### src/rtl/tmr_pkg.sv
package tmr_pkg;
  typedef enum logic [1:0] {
    ADDR_CMP  = 2'd0,
    ADDR_CTRL = 2'd1,
    ADDR_STAT = 2'd2,
    ADDR_RSVD = 2'd3
  } reg_addr_e;
endpackage

### src/rtl/tmr_counter.sv
module tmr_counter #(
  parameter int CNT_W = 32
) (
  input  logic             clk,
  input  logic             rst_n,
  input  logic             tick_i,
  output logic [CNT_W-1:0] count_o
);
  localparam logic [CNT_W-1:0] ONE = CNT_W'(1);
  localparam logic [CNT_W-1:0] TOP = '1;

  logic [CNT_W-1:0] count_q;

  always_ff @(posedge clk or negedge rst_n) begin
    if (!rst_n)      count_q <= '0;
    else if (tick_i) count_q <= count_q + ONE;
  end

  assign count_o = count_q;


  count_hold_chk: assert property (@(posedge clk) disable iff (!rst_n)
    !tick_i |=> $stable(count_o));


  count_wrap_chk: assert property (@(posedge clk) disable iff (!rst_n)
    (tick_i && count_o == TOP) |=> count_o == '0);
endmodule

### src/rtl/tmr_cmp_buffer.sv
module tmr_cmp_buffer #(
  parameter int CNT_W = 32
) (
  input  logic             clk,
  input  logic             rst_n,
  input  logic             tick_i,
  input  logic             wr_i,
  input  logic [CNT_W-1:0] wdata_i,
  output logic [CNT_W-1:0] active_o,
  output logic             pend_o
);
  logic [CNT_W-1:0] staged_q;
  logic [CNT_W-1:0] active_q;
  logic             pend_q;
  logic             apply;
  logic             accept;

  assign apply  = pend_q && tick_i;
  assign accept = wr_i && !pend_q;

  always_ff @(posedge clk or negedge rst_n) begin
    if (!rst_n) begin
      staged_q <= '0;
      active_q <= '0;
      pend_q   <= 1'b0;
    end else if (apply) begin
      active_q <= staged_q;
      pend_q   <= 1'b0;
    end else if (accept) begin
      staged_q <= wdata_i;
      pend_q   <= 1'b1;
    end
  end

  assign active_o = active_q;
  assign pend_o   = pend_q;


  active_hold_chk: assert property (@(posedge clk) disable iff (!rst_n)
    !(pend_o && tick_i) |=> $stable(active_o));


  pend_clear_chk: assert property (@(posedge clk) disable iff (!rst_n)
    (pend_o && tick_i) |=> !pend_o);


  pend_keep_chk: assert property (@(posedge clk) disable iff (!rst_n)
    (pend_o && !tick_i) |=> pend_o);
endmodule

### src/rtl/tmr_match_flag.sv
module tmr_match_flag #(
  parameter int CNT_W = 32
) (
  input  logic             clk,
  input  logic             rst_n,
  input  logic             tick_i,
  input  logic [CNT_W-1:0] count_i,
  input  logic [CNT_W-1:0] active_i,
  input  logic             clr_i,
  output logic             flag_o
);
  logic hit;
  logic flag_q;

  assign hit = tick_i && (count_i == active_i);

  always_ff @(posedge clk or negedge rst_n) begin
    if (!rst_n)     flag_q <= 1'b0;
    else if (hit)   flag_q <= 1'b1;
    else if (clr_i) flag_q <= 1'b0;
  end

  assign flag_o = flag_q;


  flag_cause_chk: assert property (@(posedge clk) disable iff (!rst_n)
    $rose(flag_o) |-> $past(tick_i && count_i == active_i));


  flag_sticky_chk: assert property (@(posedge clk) disable iff (!rst_n)
    (flag_o && !clr_i) |=> flag_o);
endmodule

### src/rtl/tick_compare_timer.sv
module tick_compare_timer #(
  parameter int CNT_W = 32
) (
  input  logic             clk,
  input  logic             rst_n,
  input  logic             tick_en,
  input  logic             reg_wr,
  input  logic [1:0]       reg_addr,
  input  logic [CNT_W-1:0] reg_wdata,
  output logic [CNT_W-1:0] count_o,
  output logic [CNT_W-1:0] active_cmp_o,
  output logic             pend_o,
  output logic             flag_o,
  output logic             irq_o
);
  import tmr_pkg::*;

  logic cmp_wr;
  logic ctrl_wr;
  logic flag_clr;
  logic ien_q;

  assign cmp_wr   = reg_wr && (reg_addr == ADDR_CMP);
  assign ctrl_wr  = reg_wr && (reg_addr == ADDR_CTRL);
  assign flag_clr = reg_wr && (reg_addr == ADDR_STAT) && reg_wdata[0];

  always_ff @(posedge clk or negedge rst_n) begin
    if (!rst_n)       ien_q <= 1'b0;
    else if (ctrl_wr) ien_q <= reg_wdata[0];
  end

  tmr_counter #(.CNT_W(CNT_W)) u_cnt (
    .clk(clk), .rst_n(rst_n), .tick_i(tick_en), .count_o(count_o)
  );

  tmr_cmp_buffer #(.CNT_W(CNT_W)) u_buf (
    .clk(clk), .rst_n(rst_n), .tick_i(tick_en), .wr_i(cmp_wr),
    .wdata_i(reg_wdata), .active_o(active_cmp_o), .pend_o(pend_o)
  );

  tmr_match_flag #(.CNT_W(CNT_W)) u_flag (
    .clk(clk), .rst_n(rst_n), .tick_i(tick_en), .count_i(count_o),
    .active_i(active_cmp_o), .clr_i(flag_clr), .flag_o(flag_o)
  );

  assign irq_o = flag_o && ien_q;


  irq_gate_chk: assert property (@(posedge clk) disable iff (!rst_n)
    (ctrl_wr && !reg_wdata[0]) |=> !irq_o);
endmodule

### config.mk
export PLATFORM = sky130hd
export DESIGN_NAME = tick_compare_timer
export DESIGN_NICKNAME = d
export VERILOG_FILES = /design/src/rtl/tmr_pkg.sv /design/src/rtl/tmr_counter.sv /design/src/rtl/tmr_cmp_buffer.sv /design/src/rtl/tmr_match_flag.sv /design/src/rtl/tick_compare_timer.sv
export SDC_FILE = /design/constraint.sdc
export NUM_CORES = 1
export LEC_CHECK = 0
export CORE_MARGIN = 4
export CORE_UTILIZATION = 30
export DETAILED_ROUTE_END_ITERATION = 10
export REMOVE_ABC_BUFFERS = 1
export SLEW_MARGIN = 10
export SYNTH_ARGS = -nofsm -noshare
export SYNTH_HDL_FRONTEND = slang
export SYNTH_SLANG_ARGS = --single-unit
### constraint.sdc
create_clock -name clk -period 2.75 [get_ports clk]
set_clock_uncertainty 0.1 [all_clocks]
set_input_delay 0.6875 -clock clk [delete_from_list [all_inputs] [get_ports clk]]
set_output_delay 0.6875 -clock clk [all_outputs]
set_load 0.01 [all_outputs]
# --- Word-level counts from Yosys, hierarchy flattened ---
# Index checks and enable logic that the tools add are counted.
op_classes:
  n_addsub: 1
  n_eq_ne: 3
  muxes: 4
  bitwise: 1
  reduce_logical: 13
ops:
  columns: ["operator", "count"]
  rows:
  - ["adder 32 x 1 -> 32 bit (second input constant)", 1]
  - ["== test 32 bit", 1]
  - ["logical AND 1 bit", 8]
  - ["2-to-1 mux 1 bit", 4]
  - ["nonzero test 2 bit", 2]
  - ["== test 2 x 1 -> 1 bit (second input constant)", 1]
  - ["== test 2 bit (second input constant)", 1]
  - ["zero test 2 bit", 1]
  - ["AND reduction 2 bit", 1]
  - ["zero test 1 bit", 1]
  - ["NOT 1 bit", 1]
word_totals:
  register_bits: 99
  in_bits: 38
  elab_cells: 28

# --- Depth between registers and ports, before layout ---
# Gate-level depths: netlist of run 1.
logic_depth:
  ltp_word: 5
  ltp_mapped: 5
  mapped_depth_nobuf: 5

# --- Hierarchy ---
# Synthesis of run 1 repeated with hierarchy kept, for this count alone.
hier_totals:
  cells_unflattened: 315
  hier_area_um2: 4327.9
by_module_without_submodules:
  columns: ["mod", "n_inst", "cells_each", "area_per_inst_um2"]
  rows:
  - ["tmr_cmp_buffer", 1, 140, 2422.3]
  - ["tmr_counter", 1, 123, 1448.9]
  - ["tmr_match_flag", 1, 46, 384.1]
  - ["tick_compare_timer", 1, 6, 72.6]

# --- Least setup slack after synthesis of run 1 ---
# OpenSTA, ideal clock, no wires.
synth_timing:
  path_type: "input port to flip-flop"
  start: "in reg_addr[1]"
  end: "reg u_buf.staged_q[10]"
  setup_time_ns: 0.125
  t_arrival_ns: 1.763
  required_time_ns: 2.525
  setup_slack_ns: 0.762
  path_stages: 3
  path_buffers: 1
  path_cell_list: "nor4b_2 > buf_2 > mux2_2"
synth_between:
  elab_chain_len: 4
synth_lines:
  columns: ["item", "line_no", "source"]
  rows:
  - ["start, declared", "tick_compare_timer.sv:8", "input logic [1:0] reg_addr,"]
  - ["zero test 2 bit", "tick_compare_timer.sv:23", "assign cmp_wr = reg_wr && (reg_addr == ADDR_CMP);"]
  - ["logical AND 1 bit", "tick_compare_timer.sv:23", null]
  - ["logical AND 1 bit", "tmr_cmp_buffer.sv:19", "assign accept = wr_i && !pend_q;"]
  - ["AND reduction 2 bit (no line)", null, null]
  - ["end signal, assigned", "tmr_cmp_buffer.sv:30", "staged_q <= wdata_i;"]
  - ["end, declared", "tmr_cmp_buffer.sv:12", "logic [CNT_W-1:0] staged_q;"]
# Every way passes these cells.
# A chain may end at the register's enable or synchronous reset.

# --- Worst setup path in the final report of run 1 ---
layout_timing:
  start: "reg u_cnt.count_q[0], in the netlist u_cnt.count_o[0]"
  end: "out count_o[0]"
layout_lines:
  columns: ["item", "line_no", "source"]
  rows:
  - ["start, declared", "tmr_counter.sv:12", "logic [CNT_W-1:0] count_q;"]
  - ["start signal, assigned", "tmr_counter.sv:16", "else if (tick_i) count_q <= count_q + ONE;"]
  - ["end, declared", "tick_compare_timer.sv:10", "output logic [CNT_W-1:0] count_o,"]
# No word-level cell between the ends.

==> results of run 1 <==
through the flow:
step | worst slack (ns) | cells
after floorplan | -0.526 | 298
after global routing | 0.387 | 605
after global placement | 0.302 | 589
final | 0.451 | 605
after CTS | 0.430 | 605
after detailed placement | 0.262 | 589
flip-flops by register name (all words and copies together), names as in the netlist:
| register | count |
|---|---|
| u_buf.active_o | 32 |
| u_buf.staged_q | 32 |
| u_cnt.count_o | 32 |
| ien_q | 1 |
| u_buf.pend_o | 1 |
| u_flag.flag_o | 1 |
final cells by class:
class / count / area (um2) / area share, %
clock buffers: 14 / 264 / 4.51
well taps: 180 / 225 / 3.85
multi-input cells: 197 / 1750 / 29.9
flip-flops and latches: 99 / 2480 / 42.3
repair buffers: 111 / 1120 / 19.1
inverters: 2 / 7.51 / 0.128
clock inverters: 2 / 10.0 / 0.171
worst paths after layout:
check / cells after the start / slack (ns) / to / start
max: 1 / 0.45 / count_o[0] / u_cnt.count_o[0]$_DFFE_PN0P_
min: 2 / 0.24 / u_buf.active_o[5]$_DFFE_PN0P_ / rst_n
max reg2reg: 5 / 0.77 / u_cnt.count_o[22]$_DFFE_PN0P_ / u_cnt.count_o[0]$_DFFE_PN0P_
min reg2reg: 1 / 0.40 / u_buf.active_o[29]$_DFFE_PN0P_ / u_buf.staged_q[29]$_DFFE_PN0P_
max in group asynchronous: 2 / 1.86 / u_buf.staged_q[12]$_DFFE_PN0P_ / rst_n
min in group clk: 1 / 0.40 / u_buf.active_o[29]$_DFFE_PN0P_ / u_buf.staged_q[29]$_DFFE_PN0P_
cells in the final DEF, fill, tap and decap left out, types with 7 or more instances in the layout:
cell,count
xnor2_1,26
dfrtp_1,99
mux2_2,66
and3_1,9
xor2_1,37
nand3_1,9
nand2_1,10
clkbuf_16,9
clkdlybuf4s50_1,103
nor4_1,7
nand4_1,14
metal layers:
metal	GRT usage, %	wire length, um	up-vias
met2	20.7	4810	71
met5	0	0	-
met1	17.5	4920	1432
li1	-	-	1311
met3	4.89	602	9
met4	3.22	104	0
logic make-up after synthesis:
kind of cell | share of synthesized area, %
adders and majority gates | 0.292
and+or+nand+nor | 9.82
AOI/OAI and AO/OA | 0.351
xor gates and xnor gates | 12.9
muxes | 17.4
DFF | 57.9
buffers and inverters | 1.37
power by group through the flow:
stage,clock (uW),combinational (uW),sequential (uW)
2_1_floorplan,0,587,2290
3_3_place_gp,0,1490,2240
3_5_place_dp,0,1500,2260
4_1_cts,1230,1510,2240
5_1_grt,1270,1590,2290
6_report,1180,1470,2230
==> results.md, run 1 <==
- Area growth syn-to-layout: 36.8%
- Final net count: 459
- Mapped Cells: 308
- Total power draw: 4880 uW
- Post-synth EDFFs: 0
- TritonCTS clock tree: yes
- GRT Residual Overflow: 0
- Sequential element share of the synthesized area: 57.9%
- Max clock buf depth: 2
- Count leader, synth: dfrtp_1
- Final hold violations: 0
- Part of the power in the clock network: 24.1%
- Vias/cell: 4.67
- Yosys warns: 0
- Min Tclk post-route: 2.30 ns
- Initial antenna violation count: 0
- Post-CTS Hold Fix Bufs: 0
- Routed wire per std cell: 17.3 um
- Slew @ Worst Pin: 0.588 ns
- Detail Route Antenna Nets: 0
- RSZ-0062 raised after global routing: no
- Post-synth top cells: dfrtp_1 (99), mux2_2 (66), xor2_1 (37)
- Top cells by area, synth: dfrtp_1 (58%), mux2_2 (17%), xor2_1 (7.6%), xnor2_1 (5.3%), nand4_1 (2.0%)
- Largest net degree at the start of global routing: 61
- Rows: 43
- Post-synth top flop: dfrtp_1
- Worst-path maximum fanout: 8
- Combinational power share: 30.2%
- Clock Pin Slew Worst Setup and Hold Paths: 0.06 ns
- Layout cells sized above 1: 21.4%
- Critical path's largest stage delay: 0.63 ns
- Maxcap violations: 0
- Full die area: 16200 um2
- Peak supply drop: 0.368 mV
- Post_cts resized: 0
- Share of the synthesized area in the top cell type: 57.9%
- Avg Inst Size Synth: 13.9 um2
- CP max-delay cell: clkdlybuf4s50_1
- Final Instance Area: 5850 um2
- # setup viols final: 0
- Die Width: 127 um
- CP Launch Type: flop
- Filler Cell Count: 1316
- Reg power frac: 45.7%
- Placed cell areas: 5580 um2
- CP bufs+invs: 1
- IO buf count: 104
- Hold WS: 0.245 ns
- Initial core utilization: 30.7%
- H-tree depth: 3
- Crit. End Element: primary output
- P per Cell Area: 834 nW/um2
- Worst skew pair latency: 0.34 ns
- Crit path kind: flop to primary output
- Max_slew headroom: 60.4%
- CTS Buf Count: 9
- Hold/Removal Path Class: input pin to asynchronous set/reset pin
- Critical path arrival: 1.51 ns
- Ports: 105
- Dpl hpwl: 7540 um
- Fin. max-slew vios: 0
- Height of the die: 127 um
- First-pass GRT wire length: 16400 um
- Setup_tns: 0 ns
- Period Utilization, post-route: 83.6%
- P_int: 3410 uW
- Switching Share: 30.1%
- CP Data Required Time: 1.96 ns
- Vias in the first global route: 2978
- Post-synthesis cell area: 4280 um2
- Global Route Usage Sum: 13.2%
- Post-CTS Setup Repair Bufs: 0
- Util after Layout: 42.0%
- Via count: 2823
- Root Buffer: clkbuf_16
- Net Sw Power: 1470 uW
- Initial DRC Count: 112
- TritonRoute pass-1 iters: 4
- Post-synth ARST share: 100%
- Gpl congestion: 0.779
- Run status: completed
- DR DRC count: 0
- Fmax: 435 MHz
- Post-synthesis cell type count: 27
- Final wirelength: 10400 um
- Leakage: 0.00255 uW
- Family with the most delay on the worst path: buffers and inverters
- Area leader, netlist: dfrtp_1
- Synth Register Bits: 99
- # diodes: 0
- Core area: 13900 um2
- Clock Sinks: 99
- Cell breakdown of the critical path: clkdlybuf4s50_1
(Power assumes the default switching activity.)
==> run 2: changes to the inputs <==
clock period = 2.05 ns   (was 2.75 ns; I/O delays follow)
==> run 2 against run 1 <==
Against the previous run:
- worst setup slack worse by 0.41 ns
- clock-buffer cell count down 2
- power up 40%
- global-route usage up 0.062 points
- critical path depth unchanged
- final area up 2.4%
- routed wire length down 2.7%
- register-to-register slack worse by 0.50 ns
- via count down 0.81%
- sequential share of layout area down 0.57 points
- flip-flop and latch count unchanged
- clock power up 54%
- critical path type unchanged
- critical endpoint is now count_o[19]
- largest cell class unchanged
==> results.md, run 2 (synthesis gave the netlist of run 1 again) <==
- Run status: completed (unchanged)
- Dpl ws: -0.196 ns (was 0.262 ns)
- Leakage: 0.00258 uW (was 0.00255 uW)
- Clock Pin Slew Worst Setup and Hold Paths: 0.07 ns (was 0.06 ns)
- Area growth syn-to-layout: 40.1% (was 36.8%)
- Rows: 43 (unchanged)
- IO buf count: 104 (unchanged)
- CP max-delay cell: clkdlybuf4s50_1 (unchanged)
- Height of the die: 127 um (unchanged)
- Vias in the first global route: 2971 (was 2978)
- CP bufs+invs: 1 (unchanged)
- Worst r2r src: u_cnt.count_o[1]$_DFFE_PN0P_ (was u_cnt.count_o[0]$_DFFE_PN0P_)
- Most frequent cells in the layout: clkdlybuf4s50_1 (103), dfrtp_1 (78), mux2_2 (66), xor2_1 (37), xnor2_1 (26) (was clkdlybuf4s50_1 (103), dfrtp_1 (99), mux2_2 (66), xor2_1 (37), xnor2_1 (26))
- # diodes: 0 (unchanged)
- Critical path's largest stage delay: 0.58 ns (was 0.63 ns)
- Fin. max-slew vios: 0 (unchanged)
- Final worst slack: 0.0373 ns (was 0.451 ns)
- TritonRoute pass-1 iters: 4 (unchanged)
- CTS Buf Count: 9 (unchanged)
- Peak supply drop: 0.610 mV (was 0.368 mV)
- Register area: 2500 um2 (was 2480 um2)
- H-tree depth: 3 (unchanged)
- Initial antenna violation count: 0 (unchanged)
- Root Buffer: clkbuf_16 (unchanged)
- Max_slew headroom: 63.9% (was 60.4%)
- Hold/Removal Path Class: input pin to asynchronous set/reset pin (unchanged)
- TritonCTS clock tree: yes (unchanged)
- Period Utilization, post-route: 98.2%
- Ports: 105 (unchanged)
- Max clock buf depth: 2 (unchanged)
- Initial DRC Count: 97 (was 112)
- Post-CTS Setup Repair Bufs: 0 (unchanged)
- Family with the most delay on the worst path: buffers and inverters (unchanged)
- Gpl congestion: 0.784 (was 0.779)
- Clock Sinks: 99 (unchanged)
- Maxcap violations: 0 (unchanged)
- Final net count: 465 (was 459)
- Post_cts resized: 9 (was 0)
- Critical path arrival: 1.40 ns (was 1.51 ns)
- Fmax: 497 MHz
- Final wirelength: 10200 um (was 10400 um)
- Full die area: 16200 um2 (unchanged)
- CP Launch Type: flop (unchanged)
- Total power draw: 6840 uW (was 4880 uW)
- Largest net degree at the start of global routing: 100 (was 61)
- Worst skew pair latency: 0.35 ns (was 0.34 ns)
- Dpl hpwl: 7310 um (was 7540 um)
- Slew @ Worst Pin: 0.542 ns (was 0.588 ns)
- Vias/cell: 4.58 (was 4.67)
- Internal reg-to-reg setup slack: 0.27 ns (was 0.77 ns)
- Layout cells sized above 1: 27.6% (was 21.4%)
- DR DRC count: 0 (unchanged)
- Area of the multi-input gates: 1750 um2 (unchanged)
- GRT Residual Overflow: 0 (unchanged)
- Die Width: 127 um (unchanged)
- Filler Cell Count: 1272 (was 1316)
- First-pass GRT wire length: 16500 um (was 16400 um)
- R2R depth: 6 (was 5)
- Commonest non-fill, non-tap cell in the layout: clkdlybuf4s50_1 (unchanged)
- Initial core utilization: 30.7% (unchanged)
- Global Route Usage Sum: 13.3% (was 13.2%)
- Hold WS: 0.0996 ns (was 0.245 ns)
- Worst-path maximum fanout: 5 (was 8)
- Core area: 13900 um2 (unchanged)
- Cell breakdown of the critical path: clkdlybuf4s50_1 (unchanged)
- Reg-to-Reg End: u_cnt.count_o[26]$_DFFE_PN0P_ (was u_cnt.count_o[22]$_DFFE_PN0P_)
- Crit. End Element: primary output (unchanged)
- Routed wire per std cell: 16.6 um (was 17.3 um)
- Min Tclk post-route: 2.01 ns
- Final hold violations: 0 (unchanged)
- # setup viols final: 0 (unchanged)
- CP Data Required Time: 1.44 ns (was 1.96 ns)
- Post-CTS Hold Fix Bufs: 0 (unchanged)
- Via count: 2800 (was 2823)
- Detail Route Antenna Nets: 0 (unchanged)
- Crit path kind: flop to primary output (unchanged)
- P per Cell Area: 1140 nW/um2 (was 834 nW/um2)
- RSZ-0062 raised after global routing: no (unchanged)
[run 2: layer usage]
| metal | track usage [%] | routed length, um |
|---|---|---|
| met1 | 17.2 | 4650 |
| met2 | 20.5 | 4670 |
| met3 | 5.31 | 714 |
| met4 | 4.23 | 133 |
| met5 | 0 | 0 |
[run 2: layout make-up]
cell class | instances | area share, %
Multi-Input combinational cell | 197 | 29.2
Tap cell | 180 | 3.76
Clock buffer | 12 | 4.11
Sequential cell | 99 | 41.8
Clock inverter | 4 | 1.23
Timing Repair Buffer | 117 | 19.8
Inverter | 2 | 0.125
[run 2: per-stage QoR]
stage	utilization, %	cells	TNS [ns]	instance area, um2
6_report	43.0	611	0	5990
5_1_grt	43.0	611	0	5990
4_1_cts	42.9	611	0	5980
3_5_place_dp	40.5	595	-11.84	5650
3_3_place_gp	40.5	595	-10.01	5650
2_1_floorplan	-	298	-34.30	4230
[run 2: worst max path at each step]
stage | start | end | slack [ns] | cells after the start
6_report | u_cnt.count_o[19]$_DFFE_PN0P_ | count_o[19] | 0.04 | 1
2_1_floorplan | reg_addr[0] | u_buf.staged_q[0]$_DFFE_PN0P_ | -1.05 | 2
3_3_place_gp | tick_en | u_cnt.count_o[11]$_DFFE_PN0P_ | -0.19 | 6
4_1_cts | u_cnt.count_o[15]$_DFFE_PN0P_ | count_o[15] | 0.004 | 1
5_1_grt | u_cnt.count_o[5]$_DFFE_PN0P_ | count_o[5] | 0.003 | 1
3_5_place_dp | tick_en | u_cnt.count_o[11]$_DFFE_PN0P_ | -0.20 | 6
[run 2: report_power, final]
group / switching [uW] / total [uW] / internal (uW)
clock network: 717 / 1820 / 1100
registers: 506 / 2980 / 2480
logic: 768 / 2030 / 1260
==> run 3: changes to the inputs <==
--- a/config.mk
+++ b/config.mk
@@ -7,6 +7,7 @@
 export LEC_CHECK = 0
 export CORE_MARGIN = 4
-export CORE_UTILIZATION = 30
+export CORE_UTILIZATION = 45
 export DETAILED_ROUTE_END_ITERATION = 10
+export PLACE_DENSITY = 0.77
 export REMOVE_ABC_BUFFERS = 1
 export SLEW_MARGIN = 10
==> constraint.sdc (replaced) <==
create_clock -name clk -period 2.05 [get_ports clk]
set_clock_uncertainty 0.1 [all_clocks]
set_input_delay 0.205 -clock clk [delete_from_list [all_inputs] [get_ports clk]]
set_output_delay 0.205 -clock clk [all_outputs]
set_load 0.01 [all_outputs]
==> run 3 against run 2 <==
Against the previous run:
- non-clock buffer count decreased by 2
- largest power group unchanged
- critical path depth increased by 3
- clock-buffer cell count decreased by 1
- die area decreased by 31%
- highest routed layer unchanged
- clock power decreased by 34%
- critical path type is now flop to flop
==> results.md, run 3 (synthesis gave the netlist of run 1 again) <==
- Peak supply drop: 0.477 mV (was 0.610 mV)
- Worst Setup SP: u_cnt.count_o[9]$_DFFE_PN0P_ (was u_cnt.count_o[19]$_DFFE_PN0P_)
- Initial core utilization: 46.3% (was 30.7%)
- Worst r2r src: u_cnt.count_o[9]$_DFFE_PN0P_ (was u_cnt.count_o[1]$_DFFE_PN0P_)
- Part of the power in the clock network: 19.4% (was 26.6%)
- Reg-to-Reg End: u_flag.flag_o$_DFFE_PN0P_ (was u_cnt.count_o[26]$_DFFE_PN0P_)
- Crit. End Element: flop (was primary output)
- Run status: completed (unchanged)
- M3 GR Usage: 4.16% (was 5.31%)
- Commonest non-fill, non-tap cell in the layout: clkdlybuf4s50_1 (unchanged)
- IO buf count: 104 (unchanged)
- R2R depth: 4 (was 6)
- CP bufs+invs: 0 (was 1)
- Combinational power share: 33.1% (was 29.7%)
- Cell breakdown of the critical path: xor2_1 > nor4_1 > nand4_1 > o31ai_1 (was clkdlybuf4s50_1)
- Period Utilization, post-route: 88.1% (was 98.2%)
- Final wirelength: 9340 um (was 10200 um)
- First-pass GRT wire length: 15500 um (was 16500 um)
- Initial DRC Count: 84 (was 97)
- CP Launch Type: flop (unchanged)
- Max clock buf depth: 2 (unchanged)
- Post_cts resized: 0 (was 9)
- Routed wire per std cell: 16.8 um (was 16.6 um)
- Largest net degree at the start of global routing: 60 (was 100)
- Internal reg-to-reg setup slack: 0.24 ns (was 0.27 ns)
- Maxcap violations: 0 (unchanged)
- Most frequent cells in the layout: clkdlybuf4s50_1 (103), dfrtp_1 (99), mux2_2 (66), xor2_1 (37), xnor2_1 (26) (was clkdlybuf4s50_1 (103), dfrtp_1 (78), mux2_2 (66), xor2_1 (37), xnor2_1 (26))
- RSZ-0062 raised after global routing: no (unchanged)
- Ports: 105 (unchanged)
- Dpl hpwl: 6950 um (was 7310 um)
- Core area: 9240 um2 (was 13900 um2)
- # diodes: 0 (unchanged)
- Leakage: 0.00252 uW (was 0.00258 uW)
- Area growth syn-to-layout: 33.9% (was 40.1%)
- Min Tclk post-route: 1.81 ns (was 2.01 ns)
- TritonRoute pass-1 iters: 6 (was 4)
- CTS Buf Count: 9 (unchanged)
- TritonCTS clock tree: yes (unchanged)
- Slew @ Worst Pin: 0.569 ns (was 0.542 ns)
- Global Route Usage Sum: 17.7% (was 13.3%)
- Net Sw Power: 1900 uW (was 1990 uW)
- Reg power frac: 47.5% (was 43.6%)
- CP Capture Point: u_flag.flag_o$_DFFE_PN0P_ (was count_o[19])
- Worst skew pair latency: 0.36 ns (was 0.35 ns)
- CP Data Required Time: 2.22 ns (was 1.44 ns)
- Final Instance Area: 5730 um2 (was 5990 um2)
- CP max-delay cell: nor4_1 (was clkdlybuf4s50_1)
- Switching Share: 30.8% (was 29.1%)
- Critical path's largest stage delay: 0.53 ns (was 0.58 ns)
- Final net count: 463 (was 465)
- M1 GR Usage: 24.2% (was 17.2%)
- Fin. max-slew vios: 0 (unchanged)
- Fmax: 554 MHz (was 497 MHz)
- Height of the die: 106 um (was 127 um)
- P per Cell Area: 1080 nW/um2 (was 1140 nW/um2)
- Gpl congestion: 0.807 (was 0.784)
- Clock Pin Slew Worst Setup and Hold Paths: 0.09 ns (was 0.07 ns)
- Grt peak-use layer: met2 (unchanged)
- Post-Place Cells: 541 (was 595)
- Root Buffer: clkbuf_8 (was clkbuf_16)
- Final hold violations: 0 (unchanged)
- Layout cells sized above 1: 22.0% (was 27.6%)
- Fin cells: 557 (was 611)
- Worst path depth: 4 (was 1)
- Vias in the first global route: 2925 (was 2971)
- Register area: 2480 um2 (was 2500 um2)
- Via count: 2781 (was 2800)
- Placed cell areas: 5540 um2 (was 5650 um2)
- # setup viols final: 0 (unchanged)
- Met2 track utilization from global routing: 27.6% (was 20.5%)
- GRT Residual Overflow: 0 (unchanged)
- Area of the multi-input gates: 1750 um2 (unchanged)
- Die Width: 106 um (was 127 um)
- DR DRC count: 0 (unchanged)
- Critical path arrival: 1.97 ns (was 1.40 ns)
- Detail Route Antenna Nets: 0 (unchanged)
- Clock Sinks: 99 (unchanged)
- Vias/cell: 4.99 (was 4.58)
- Crit path kind: flop to flop (was flop to primary output)
- P_int: 4270 uW (was 4840 uW)
- Filler Cell Count: 726 (was 1272)
- H-tree depth: 3 (unchanged)
- Max_slew headroom: 61.7% (was 63.9%)
- Hold/Removal Path Class: input pin to asynchronous set/reset pin (unchanged)
- Worst-path maximum fanout: 6 (was 5)
- Full die area: 11100 um2 (was 16200 um2)
- Initial antenna violation count: 0 (unchanged)
- Family with the most delay on the worst path: simple AND/OR/NAND/NOR gates (was buffers and inverters)
- Rows: 35 (was 43)
==> run 3: per-stage QoR <==
stage / setup WS, ns / power (uW) / TNS (ns) / hold slack, ns / util [%]
2_1_floorplan: -0.920 / 3860 / -29.97 / -0.191 / -
3_3_place_gp: 0.117 / 4990 / 0 / -0.0179 / 59.9
3_5_place_dp: 0.0917 / 5050 / 0 / -0.0179 / 59.9
4_1_cts: 0.228 / 6260 / 0 / 0.136 / 62.0
5_1_grt: 0.103 / 6530 / 0 / 0.147 / 62.0
6_report: 0.244 / 6180 / 0 / 0.151 / 62.0
==> run 3: worst min-delay path by stage <==
stage / from / endpoint / cells after the start
detailed placement: rst_n / u_buf.staged_q[12]$_DFFE_PN0P_ / 1
floorplan: rst_n / ien_q$_DFFE_PN0P_ / 0
finish: rst_n / u_buf.staged_q[12]$_DFFE_PN0P_ / 2
global placement: rst_n / u_buf.active_o[12]$_DFFE_PN0P_ / 1
CTS: rst_n / u_buf.active_o[29]$_DFFE_PN0P_ / 2
global route: rst_n / u_cnt.count_o[22]$_DFFE_PN0P_ / 2
==> run 3: power by group through the flow <==
stage               clock (uW)  combinational [uW]  sequential (uW)
floorplan                    0                 787             3070
global placement             0                2040             2960
detailed placement           0                2070             2980
CTS                       1230                2090             2940
global route              1310                2200             3020
finish                    1200                2040             2940
==> run 3: repair_timing <==
item,in CTS,in global routing
hold endpoints to repair,99,0
hold buffers,1,0
buffers inserted,0,0
endpoints found under the setup margin,0,0
==> run 3: layout make-up <==
class	count	share of cell area, %
Clock buffer	11	2.29
Inverter	2	0.131
Tap cell	129	2.82
Timing Repair Buffer	115	20.0
Sequential cell	99	43.2
Multi-Input combinational cell	197	30.6
Clock inverter	4	0.895
==> run 3: metal layers <==
metal,wire [um],part of all wire (%),vias to the layer above
li1,-,-,1313
met1,4220,45,1383
met2,4440,48,72
met3,488,5.2,13
met4,189,2.0,0
met5,0,0,-
